**src/rtl/sertx_pkg.sv**
```systemverilog
package sertx_pkg;
  localparam int CTRL_W   = 24;
  localparam int LANES    = 3;
  localparam int ADDR_W   = 3;
  localparam int FLAG_W   = 2;
  localparam int B_FLAG0  = 0;
  localparam int B_TIE    = 18;
  localparam int B_TE_TOP = 16;   // lane 0 enable; lane i uses B_TE_TOP - i
  localparam logic [ADDR_W-1:0] A_CTRL  = 3'd0;
  localparam logic [ADDR_W-1:0] A_UCLR  = 3'd1;
  localparam logic [ADDR_W-1:0] A_LANE0 = 3'd2;

  function automatic int te_pos(input int lane);
    return B_TE_TOP - lane;
  endfunction
endpackage

```
**src/rtl/sertx_frame.sv**
```systemverilog
module sertx_frame #(
  parameter int WORD_W = 24
) (
  input  logic clk,
  input  logic rst_n,
  input  logic bit_en,
  output logic frame_start,
  output logic fsync
);
  localparam int CNT_W = (WORD_W > 1) ? $clog2(WORD_W) : 1;
  localparam logic [CNT_W-1:0] LAST = CNT_W'(WORD_W - 1);

  logic [CNT_W-1:0] cnt_q, cnt_d;
  logic             fsync_q, fsync_d;

  assign frame_start = bit_en && (cnt_q == '0);
  assign fsync       = fsync_q;

  always_comb begin
    cnt_d   = cnt_q;
    fsync_d = fsync_q;
    if (bit_en) begin
      cnt_d   = (cnt_q == LAST) ? '0 : cnt_q + 1'b1;
      fsync_d = (cnt_q == '0);
    end
  end

  always_ff @(posedge clk or negedge rst_n) begin
    if (!rst_n) begin
      cnt_q   <= '0;
      fsync_q <= 1'b0;
    end else begin
      cnt_q   <= cnt_d;
      fsync_q <= fsync_d;
    end
  end

  // the sync pulse lasts one bit period
  p_fsync_single_r4: assert property (@(posedge clk) disable iff (!rst_n)
    (fsync_q && bit_en) |=> !fsync_q);
endmodule

```
**src/rtl/sertx_ctrl.sv**
```systemverilog
module sertx_ctrl
  import sertx_pkg::*;
(
  input  logic              clk,
  input  logic              rst_n,
  input  logic              sw_rst,
  input  logic              wr_ctrl,
  input  logic [CTRL_W-1:0] wdata,
  input  logic              frame_start,
  output logic [CTRL_W-1:0] ctrl_q,
  output logic [FLAG_W-1:0] flag_pins
);
  logic [CTRL_W-1:0] ctrl_d;
  logic [FLAG_W-1:0] pins_q, pins_d;

  assign flag_pins = pins_q;

  always_comb begin
    ctrl_d = ctrl_q;
    if (sw_rst)       ctrl_d = '0;
    else if (wr_ctrl) ctrl_d = wdata;
  end

  always_comb begin
    pins_d = pins_q;
    if (frame_start) pins_d = ctrl_q[B_FLAG0 +: FLAG_W];
  end

  always_ff @(posedge clk or negedge rst_n) begin
    if (!rst_n) begin
      ctrl_q <= '0;
      pins_q <= '0;
    end else begin
      ctrl_q <= ctrl_d;
      pins_q <= pins_d;
    end
  end

  // pins hold between frame starts
  p_pins_hold_r5: assert property (@(posedge clk) disable iff (!rst_n)
    !frame_start |=> $stable(pins_q));
  // pins take the staged value held before the load edge
  p_pins_take_r5: assert property (@(posedge clk) disable iff (!rst_n)
    frame_start |=> (pins_q == $past(ctrl_q[B_FLAG0 +: FLAG_W])));
  // software clear empties the control word
  p_swrst_clear_r2: assert property (@(posedge clk) disable iff (!rst_n)
    sw_rst |=> (ctrl_q == '0));
endmodule

```
**src/rtl/sertx_lane.sv**
```systemverilog
module sertx_lane #(
  parameter int WORD_W = 24
) (
  input  logic              clk,
  input  logic              rst_n,
  input  logic              bit_en,
  input  logic              frame_start,
  input  logic              lane_en,
  input  logic              wr_hold,
  input  logic [WORD_W-1:0] wdata,
  input  logic              clr_urun,
  output logic              sdo,
  output logic              empty,
  output logic              urun
);
  logic [WORD_W-1:0] hold_q, hold_d;
  logic [WORD_W-1:0] shift_q, shift_d;
  logic              empty_q, empty_d;
  logic              urun_q, urun_d;
  logic              load;

  assign load  = frame_start && lane_en;
  assign sdo   = lane_en && shift_q[WORD_W-1];
  assign empty = empty_q;
  assign urun  = urun_q;

  always_comb begin
    hold_d = hold_q;
    if (wr_hold) hold_d = wdata;
  end

  always_comb begin
    shift_d = shift_q;
    if (load)        shift_d = hold_q;
    else if (bit_en) shift_d = shift_q << 1;
  end

  always_comb begin
    empty_d = empty_q;
    if (wr_hold)   empty_d = 1'b0;
    else if (load) empty_d = 1'b1;
  end

  always_comb begin
    urun_d = urun_q;
    if (load && empty_q) urun_d = 1'b1;
    else if (clr_urun)   urun_d = 1'b0;
  end

  always_ff @(posedge clk or negedge rst_n) begin
    if (!rst_n) begin
      hold_q  <= '0;
      shift_q <= '0;
      empty_q <= 1'b1;
      urun_q  <= 1'b0;
    end else begin
      hold_q  <= hold_d;
      shift_q <= shift_d;
      empty_q <= empty_d;
      urun_q  <= urun_d;
    end
  end

  // a holding write always leaves the lane full
  p_fill_r7: assert property (@(posedge clk) disable iff (!rst_n)
    wr_hold |=> !empty_q);
  // an enabled frame start without a write empties the lane
  p_drain_r7: assert property (@(posedge clk) disable iff (!rst_n)
    (frame_start && lane_en && !wr_hold) |=> empty_q);
  // a disabled lane keeps its empty flag
  p_off_keep_r8: assert property (@(posedge clk) disable iff (!rst_n)
    (!lane_en && !wr_hold) |=> $stable(empty_q));
  // underrun rises only at an enabled frame start on an empty lane
  p_urun_src_r9: assert property (@(posedge clk) disable iff (!rst_n)
    $rose(urun_q) |-> $past(frame_start && lane_en && empty_q));
endmodule

```
**src/rtl/sertx_flags.sv**
```systemverilog
module sertx_flags
  import sertx_pkg::*;
#(
  parameter int WORD_W = 24
) (
  input  logic              clk,
  input  logic              rst_n,
  input  logic              sw_rst,
  input  logic              bit_en,
  input  logic              bus_we,
  input  logic [ADDR_W-1:0] bus_addr,
  input  logic [CTRL_W-1:0] bus_wdata,
  output logic [CTRL_W-1:0] ctrl_out,
  output logic [FLAG_W-1:0] flag_out,
  output logic              fsync_out,
  output logic [LANES-1:0]  sdo,
  output logic [LANES-1:0]  tx_empty,
  output logic [LANES-1:0]  underrun,
  output logic              tx_irq
);
  logic             frame_start;
  logic             wr_ctrl;
  logic [LANES-1:0] lane_en, wr_hold, clr_urun;

  assign wr_ctrl  = bus_we && (bus_addr == A_CTRL);
  assign clr_urun = (bus_we && (bus_addr == A_UCLR)) ? bus_wdata[LANES-1:0] : '0;

  sertx_frame #(.WORD_W(WORD_W)) u_frame (
    .clk         (clk),
    .rst_n       (rst_n),
    .bit_en      (bit_en),
    .frame_start (frame_start),
    .fsync       (fsync_out)
  );

  sertx_ctrl u_ctrl (
    .clk         (clk),
    .rst_n       (rst_n),
    .sw_rst      (sw_rst),
    .wr_ctrl     (wr_ctrl),
    .wdata       (bus_wdata),
    .frame_start (frame_start),
    .ctrl_q      (ctrl_out),
    .flag_pins   (flag_out)
  );

  for (genvar i = 0; i < LANES; i++) begin : g_lane
    assign lane_en[i] = ctrl_out[te_pos(i)];
    assign wr_hold[i] = bus_we && (bus_addr == A_LANE0 + ADDR_W'(i));

    sertx_lane #(.WORD_W(WORD_W)) u_lane (
      .clk         (clk),
      .rst_n       (rst_n),
      .bit_en      (bit_en),
      .frame_start (frame_start),
      .lane_en     (lane_en[i]),
      .wr_hold     (wr_hold[i]),
      .wdata       (bus_wdata[WORD_W-1:0]),
      .clr_urun    (clr_urun[i]),
      .sdo         (sdo[i]),
      .empty       (tx_empty[i]),
      .urun        (underrun[i])
    );
  end

  assign tx_irq = tx_empty[0] && ctrl_out[B_TIE] && lane_en[0];

  // the request clears one edge after a lane-0 holding write
  p_irq_fill_r10: assert property (@(posedge clk) disable iff (!rst_n)
    wr_hold[0] |=> !tx_irq);
endmodule

```
**config.mk**
```make
export PLATFORM = sky130hd
export DESIGN_NAME = sertx_flags
export DESIGN_NICKNAME = d
export VERILOG_FILES = /design/src/rtl/sertx_pkg.sv /design/src/rtl/sertx_frame.sv /design/src/rtl/sertx_ctrl.sv /design/src/rtl/sertx_lane.sv /design/src/rtl/sertx_flags.sv
export SDC_FILE = /design/constraint.sdc
export NUM_CORES = 1
export LEC_CHECK = 0
export BUFFER_PORTS_ARGS = -buffer_cell sky130_fd_sc_hd__buf_4
export CAP_MARGIN = 20
export CORE_UTILIZATION = 50
export CTS_CLUSTER_DIAMETER = 120
export DETAILED_ROUTE_END_ITERATION = 12
export GPL_TIMING_DRIVEN = 0
export HOLD_SLACK_MARGIN = 0.06
export PLACE_DENSITY = 0.76
export SYNTH_ARGS = -nofsm -noshare
export SYNTH_HDL_FRONTEND = slang
export SYNTH_SLANG_ARGS = --single-unit
export TNS_END_PERCENT = 20
```
**constraint.sdc**
```tcl
create_clock -name clk -period 2.8 [get_ports clk]
set_clock_uncertainty 0.15 [all_clocks]
set_input_delay 0.14 -clock clk [delete_from_list [all_inputs] [get_ports clk]]
set_output_delay 0.14 -clock clk [all_outputs]
set_load 0.02 [all_outputs]
```
==> summary.md, run 1 <==
| Metric | Value |
|---|---|
| Outcome | `finished clean` |
| R2R Path End | `g_lane[0].u_lane.shift_q[23]` |
| Share of layout cells above drive strength 1 | `24.1%` |
| Global-route wire length before repair | `33.7 mm` |
| CTS Buffer Depth | `2` |
| Final-report hold violation count | `0` |
| Clock Latency Late Sink | `0.43 ns` |
| Top cells by area, synth | `dfrtp_1 56%, mux2_2 8.1%, o21ai_0 5.5%` |
| Top cells by count, synth | `179 x dfrtp_1, 88 x o21ai_0, 74 x nor2_1` |
| Number of post-CTS setup repair buffers | `0` |
| Syn Nets | `771` |
| Dominant synthesized flop cell | `dfrtp_1` |
| DRT Pass-1 Iters | `5` |
| Hold Buf Count CTS | `30` |
| Critical Path AT | `2.13 ns` |
| Synth cell types | `37` |
| Initial core utilization | `52.0%` |
| Core Footprint | `15400 µm²` |
| Synth Area in Compound Gates | `19.3%` |
| Clk pin slew, worst setup/hold paths | `0.07 ns` |
| Antenna viol nets, final | `0` |
| Post_cts resized | `0` |
| Max cap viols | `0` |
| Hold crit path type | `in2async` |
| Crit-path max FO | `10` |
| Post-DP HPWL | `14.0 mm` |
| Clock sink count | `182` |
| Post-route DRC | `0` |
| I/O Pins | `69` |
| Crit path kind | `reg2reg` |
| Number of synthesized flops with an enable pin | `0` |
| FF-to-FF path depth | `8` |
| Core Rows | `45` |
| Multi-input logic area | `2880 µm²` |
| Setup TNS Final | `0 ns` |
| Most numerous cell in the Yosys netlist | `dfrtp_1` |
| CTS tree | `done` |
| Reg area | `4560 µm²` |
| Final setup fails | `0` |
| Synth Warn # | `0` |
| Number of diodes | `0` |
| Global placer's final weighted congestion | `0.834` |
| WL final | `21.3 mm` |
| Initial antenna violation count | `0` |
| Post-layout min period | `2.01 ns` |
| CP Data Required Time | `2.92 ns` |
| Power per cell area | `734 nW/µm²` |
| I/O Buffers | `68` |
| Grt ovf | `0` |
| All-layer global routing usage | `27.3%` |
| RSZ-0062 raised after global routing | `false` |
| Die area | `16600 µm²` |
| Yosys top cell area share | `55.8%` |
| Area growth syn-to-layout | `21.6%` |
| Adder-cell share of the synthesized area | `0.312%` |
| Post-Syn Area | `8030 µm²` |
| Synth Instances | `737` |
| Reg2Reg Setup Slack | `0.79 ns` |
| Register area share after synthesis | `56.8%` |
| Mux cell area share after synthesis | `8.14%` |
| Crit. End Element | `flip-flop` |
| Pwr Total | `7.16 mW` |
| Initial DRC Count | `700` |
| Hold Slack | `0.0816 ns` |
| Avg WL per Cell | `19.7 µm` |
| Syn_area_per_cell | `10.9 µm²` |
| Max_slew headroom | `53.1%` |
| Worst r2r src | `u_frame.cnt_q[0]` |
| Die Y-Extent | `129 µm` |
| H-tree Lvls | `4` |
| Yosys top cell by area | `dfrtp_1` |
| Pin count of the biggest net entering global routing | `118` |
| Worst-margin pin slew | `0.704 ns` |
| Tcrit/Tclk final | `71.8%` |
| Simple-gate area share of the yosys netlist | `8.06%` |
| Lkg Pwr | `4.21 nW` |
| FF+latch count, synth | `182` |
| Vias in the first global route | `6156` |
| Routed vias | `6263` |
| CTS Buf Count | `17` |
| Type of origin of the critical path | `flip-flop` |
| Post-Synth XOR/XNOR Area | `0.109%` |
| Filler cells | `1228` |
| Root buf cell | `clkbuf_16` |
| Chip width | `129 µm` |
| Vias per cell | `5.80` |
| Final Max Slew Viols | `0` |
| VDD IR max | `0.514 mV` |
| Largest family of logic cells by synthesized area | `compound AO/OA/AOI/OAI gates` |
| Asr flop ratio synth | `100%` |
| NumNets Final | `889` |
| Fmax | `497 MHz` |
[layer usage]
layer | global-route usage, % | up-vias | wire (µm) | share of wire [%]
met4 | 8.58 | 0 | 381 | 1.8
met2 | 43.4 | 203 | 10200 | 48
met1 | 38.3 | 3205 | 9700 | 46
li1 | - | 2823 | - | -
met5 | 0 | - | 0 | 0
met3 | 5.11 | 32 | 1040 | 4.9
[final cells by class]
type | instances | area share (%)
Sequential cell | 182 | 46.7
Multi-Input combinational cell | 442 | 29.5
Timing Repair Buffer | 99 | 8.66
Clock buffer | 20 | 4.58
Buffer | 75 | 4.56
Tap cell | 211 | 2.70
Clock inverter | 12 | 1.82
Inverter | 38 | 1.46
[flip-flops by register name, summed over array words and instances, names as in the netlist]
signal                 cells
u_ctrl.ctrl_q             24
u_ctrl.flag_pins           2
g_lane.u_lane.empty        3
u_frame.fsync              1
g_lane.u_lane.urun         3
u_frame.cnt_q              5
g_lane.u_lane.shift_q     72
g_lane.u_lane.hold_q      72
[stage by stage]
stage | util [%] | setup slack, ns | area, µm² | instances
CTS | 63.3 | 0.813 | 9760 | 1079
detailed placement | 57.3 | 0.861 | 8840 | 1017
finish | 63.3 | 0.789 | 9760 | 1079
global placement | 57.1 | 0.305 | 8800 | 1016
global route | 63.3 | 0.691 | 9760 | 1079
floorplan | - | 1.09 | 8030 | 737
[logic make-up (layout without fill, tap and decap cells)]
group           Yosys count  count (layout)
compound gates          249             249
flops                   182             182
buf+inv                 113             244
simple gates            132             132
fa+ha+maj                 2               2
xor+xnor                  1               1
mux                      58              58
[worst max path at each step]
stage / startpoint / slack [ns] / end
CTS: u_frame.cnt_q[0] / 0.81 / g_lane[1].u_lane.shift_q[19]
finish: u_frame.cnt_q[0] / 0.79 / g_lane[0].u_lane.shift_q[23]
global placement: rst_n / 0.31 / g_lane[0].u_lane.hold_q[20]
detailed placement: u_frame.cnt_q[0] / 0.86 / g_lane[0].u_lane.shift_q[23]
floorplan: u_frame.cnt_q[0] / 1.09 / u_ctrl.flag_pins[0]
global route: u_frame.cnt_q[0] / 0.69 / g_lane[1].u_lane.shift_q[19]
[cell usage in the layout, fill, tap and decap left out, types with 2 or more instances in the layout]
cell type,count
nand2_1,22
nand3_1,5
o31a_1,35
nor2_1,74
and3_1,2
clkinvlp_4,4
ha_1,2
and4bb_2,2
clkbuf_16,17
clkinv_2,2
a22o_1,30
buf_1,2
dfstp_2,3
o21ai_0,88
dfrtp_1,179
bufinv_16,4
buf_6,11
clkbuf_1,33
buf_2,14
a21o_1,2
dlygate4sd3_1,30
and2_1,3
nand4b_1,12
nand2b_1,3
a21oi_1,57
mux2_2,58
inv_1,38
a31oi_1,34
buf_4,84
[power breakdown]
group	total [mW]	internal (mW)	switching [mW]
Combinational	1.29	0.568	0.723
Clock	2.54	1.52	1.02
Sequential	3.33	3.08	0.254
Total	7.16	5.17	2.00
[worst max-delay path: stages (launching register included)]
cell	delay, ns
dfrtp_1	0.40
inv_1	0.10
ha_1	0.19
nand4bb_1	0.13
buf_6	0.17
buf_6	0.15
buf_2	0.19
o21ai_0	0.23
a31oi_1	0.14
Power figures use the tool's default switching activity.
==> run 2: changes to the inputs <==
--- a/config.mk
+++ b/config.mk
@@ -5,6 +5,7 @@
 export SDC_FILE = /design/constraint.sdc
 export NUM_CORES = 1
 export LEC_CHECK = 0
+export ABC_AREA = 1
 export BUFFER_PORTS_ARGS = -buffer_cell sky130_fd_sc_hd__buf_4
 export CAP_MARGIN = 20
 export CORE_UTILIZATION = 50
==> constraint.sdc (replaced) <==
create_clock -name clk -period 1.9 [get_ports clk]
set_clock_uncertainty 0.15 [all_clocks]
set_input_delay 0.095 -clock clk [delete_from_list [all_inputs] [get_ports clk]]
set_output_delay 0.095 -clock clk [all_outputs]
set_load 0.02 [all_outputs]
==> run 2 against run 1 <==
Effect of this change: hold slack better by 0.036 ns; synthesized area increased by 4.9%; combinational power grew 12%; setup slack worse by 0.74 ns; design area up 4.3%; count of clock-buffer cells in the layout rose by 3; sequential share of layout area shrank 1.9 points; synthesized cell count rose by 40%; via count grew 13%; largest cell class unchanged; highest routed layer unchanged.
==> summary.md, run 2 <==
| Metric | Value |
|---|---|
| Power per cell area | `940 nW/µm² (+28%)` |
| Most numerous cell in the Yosys netlist | `nand2_1` |
| Grt ovf | `0 (unchanged)` |
| Setup TNS Final | `0 ns (unchanged)` |
| CTS tree | `done` |
| Area growth syn-to-layout | `20.9%` |
| Chip width | `132 µm (+2.4%)` |
| Synth Warn # | `0 (unchanged)` |
| Synth Instances | `1030 (+40%)` |
| WL final | `22.4 mm (+5.3%)` |
| Post-Synth XOR/XNOR Area | `0% (-0.11 points)` |
| Tcrit/Tclk final | `97.4%` |
| CP Data Required Time | `1.65 ns (-1.27 ns)` |
| Final setup fails | `0 (unchanged)` |
| Mux cell area share after synthesis | `0% (-8.1 points)` |
| Top cells by area, synth | `dfrtp_1 53%, nand2_1 13%, nand3_1 9.8%` |
| Worst-margin pin slew | `0.842 ns (+0.138 ns)` |
| CTS Buf Count | `17 (unchanged)` |
| Synth cell types | `28 (-24%)` |
| Yosys top cell area share | `53.2% (-2.6 points)` |
| Filler cells | `1386 (+13%)` |
| Lkg Pwr | `5.51 nW (+31%)` |
| Fmax | `540 MHz` |
| Slowest-stage cell, CP | `dfrtp_1` |
| Asr flop ratio synth | `100% (unchanged)` |
| Clock Latency Late Sink | `0.43 ns (about the same)` |
| VDD IR max | `0.765 mV (+49%)` |
| Initial core utilization | `51.0% (-1.1 points)` |
| Commonest non-fill, non-tap cell in the layout | `nand2_1` |
| Crit path kind | `reg2out` |
| CTS Buffer Depth | `2 (unchanged)` |
| Share of layout cells above drive strength 1 | `14.1% (-10 points)` |
| Outcome | `finished clean` |
| Simple-gate area share of the yosys netlist | `25.3% (+17 points)` |
| Crit. End Element | `output port` |
| I/O Pins | `69 (unchanged)` |
| Final Max Slew Viols | `0 (unchanged)` |
| Largest regs | `g_lane.u_lane.hold_q: 72 flops, g_lane.u_lane.shift_q: 72 flops, u_ctrl.ctrl_q: 24 flops` |
| Dominant synthesized flop cell | `dfrtp_1` |
| Multi-input logic area | `2750 µm² (-4.5%)` |
| Max_slew headroom | `43.9% (-9.2 points)` |
| Number of diodes | `0 (unchanged)` |
| CP max stage delay | `0.43 ns (+0.03 ns)` |
| Crit-path max FO | `10 (unchanged)` |
| Initial antenna violation count | `0 (unchanged)` |
| End-of-flow core utilization | `61.6% (-1.7 points)` |
| FF-to-FF path depth | `8 (unchanged)` |
| Global placer's final weighted congestion | `0.809 (-3.0%)` |
| DRT Pass-1 Iters | `5 (unchanged)` |
| Worst setup margin | `0.0496 ns (-0.740 ns)` |
| Syn_area_per_cell | `8.18 µm² (-25%)` |
| I/O Buffers | `67 (-1.5%)` |
| Final-report hold violation count | `0 (unchanged)` |
| Type of origin of the critical path | `flip-flop` |
| Die area | `17400 µm² (+4.8%)` |
| Register area share after synthesis | `54.1% (-2.7 points)` |
| RSZ-0062 raised after global routing | `false` |
| Largest family of logic cells by synthesized area | `simple AND/OR/NAND/NOR gates` |
| All-layer global routing usage | `27.2% (-0.15 points)` |
| Pwr Total | `9.57 mW (+34%)` |
| Core Footprint | `16500 µm² (+7.1%)` |
| Root buf cell | `clkbuf_16` |
| Post-DP HPWL | `14.7 mm (+4.3%)` |
| Core Rows | `47 (+4.4%)` |
| Vias per cell | `5.11 (-12%)` |
| Clock sink count | `182 (unchanged)` |
| Worst slack at placement | `0.0798 ns (-0.781 ns)` |
| Hold-critical path depth | `5` |
| Reg area | `4560 µm² (unchanged)` |
| H-tree Lvls | `4 (unchanged)` |
| Syn Nets | `1064 (+38%)` |
| FF+latch count, synth | `182 (unchanged)` |
| Adder-cell share of the synthesized area | `0.297% (-0.015 points)` |
| Global-route wire length before repair | `36.1 mm (+7.1%)` |
| Critical Path AT | `1.61 ns (-0.52 ns)` |
| Worst path most repeated cell | `buf_4` |
| Cell Chain, Critical Path | `buf_6 -> clkbuf_8 -> nand2_1 -> inv_1 -> buf_4 -> buf_4` |
| Number of synthesized flops with an enable pin | `0 (unchanged)` |
| Synth Area in Compound Gates | `6.86% (-12 points)` |
| Top cells by count, synth | `294 x nand2_1, 179 x dfrtp_1, 178 x inv_1` |
| Post-layout min period | `1.85 ns` |
| Die Y-Extent | `132 µm (+2.4%)` |
| NumNets Final | `1184 (+33%)` |
| Yosys top cell by area | `dfrtp_1` |
| Routed vias | `7074 (+13%)` |
| Commonest cells after routing, fill and taps aside | `294 x nand2_1, 179 x dfrtp_1, 177 x inv_1` |
| Clk pin slew, worst setup/hold paths | `0.06 ns (about the same)` |
| Vias in the first global route | `6785 (+10%)` |
| Hold crit path type | `in2reg` |
| Antenna viol nets, final | `0 (unchanged)` |
| Max cap viols | `0 (unchanged)` |
| Initial DRC Count | `593 (-15%)` |
| Pin count of the biggest net entering global routing | `112 (-5.1%)` |
| Avg WL per Cell | `16.2 µm (-18%)` |
| Post-Syn Area | `8420 µm² (+4.9%)` |
| Post-route DRC | `0 (unchanged)` |
==> run 2: cell count changes after synthesis, sizes merged, moves of 12 or more <==
cell / change
nand3: +161
o21ai: +18
o31a: -35
a22o: -30
a21oi: -57
nand4b: -12
a31oi: -34
inv: +143
nand2: +273
mux2: -58
nor2: -67
==> run 2: layer usage <==
metal / track usage, % / wire length (µm) / vias up
met3: 5.57 / 1710 / 40
li1: - / - / 3415
met2: 42.2 / 10400 / 271
met1: 37.5 / 9680 / 3348
met4: 10.8 / 609 / 0
met5: 0 / 0 / -
==> run 2: through the flow <==
step                      cells  area (µm²)  hold slack (ns)
final                      1383       10200            0.118
after global routing       1383       10200            0.160
after CTS                  1380       10100            0.131
after detailed placement   1318        9240           0.0756
after global placement     1317        9200            0.292
after floorplan            1030        8420           -0.351
==> run 2: cell type report <==
class / instances / area share, %
buffer: 71 / 4.75
clock buffer: 23 / 4.60
clock inverter: 9 / 1.02
inverter: 183 / 6.77
multi-input combinational: 595 / 27.0
sequential: 182 / 44.8
tap: 220 / 2.70
timing repair buffer: 100 / 8.38
==> run 2: kinds of logic (layout without fill, tap and decap cells) <==
| family | count (synthesis) | count (layout) |
|---|---|---|
| simple gates | 479 | 480 |
| buf+inv | 254 | 386 |
| flops | 182 | 182 |
| compound gates | 113 | 113 |
| fa+ha+maj | 2 | 2 |
==> run 2: critical path, delay by kind of cell, from the launching register on <==
family / cells / cell delay [ns]
DFF: 1 / 0.43
buffers and inverters: 5 / 0.64
and+or+nand+nor: 1 / 0.09
==> run 2: final timing paths <==
| kind | endpoint | start | slack [ns] |
|---|---|---|---|
| setup reg to reg | g_lane[2].u_lane.shift_q[14] | u_frame.cnt_q[0] | 0.10 |
| hold / removal | u_ctrl.ctrl_q[4] | bus_we | 0.12 |
| setup / recovery | sdo[1] | u_ctrl.ctrl_q[15] | 0.05 |
| max in group asynchronous | g_lane[1].u_lane.empty | rst_n | 0.56 |
| hold reg to reg | g_lane[0].u_lane.shift_q[3] | g_lane[0].u_lane.shift_q[3] | 0.33 |
| min in group asynchronous | g_lane[0].u_lane.shift_q[8] | rst_n | 0.16 |
==> run 2: report_power, final <==
group / switching (mW) / leakage (nW) / total, mW / internal (mW)
logic: 0.926 / 2.82 / 1.45 / 0.527
clock network: 1.48 / 0.277 / 3.48 / 2.00
registers: 0.289 / 2.41 / 4.64 / 4.35
total: 2.70 / 5.51 / 9.57 / 6.87
==> run 2: what timing repair did <==
| action | 4_1_cts | 5_1_grt |
|---|---|---|
| gates cloned | 0 | 1 |
| hold endpoints to repair | 210 | 0 |
| pin swaps | 0 | 2 |
| buffers inserted | 0 | 2 |
| endpoints found under the setup margin | 4 | 58 |
| gates resized for setup | 11 | 7 |
| hold buffers | 30 | 0 |
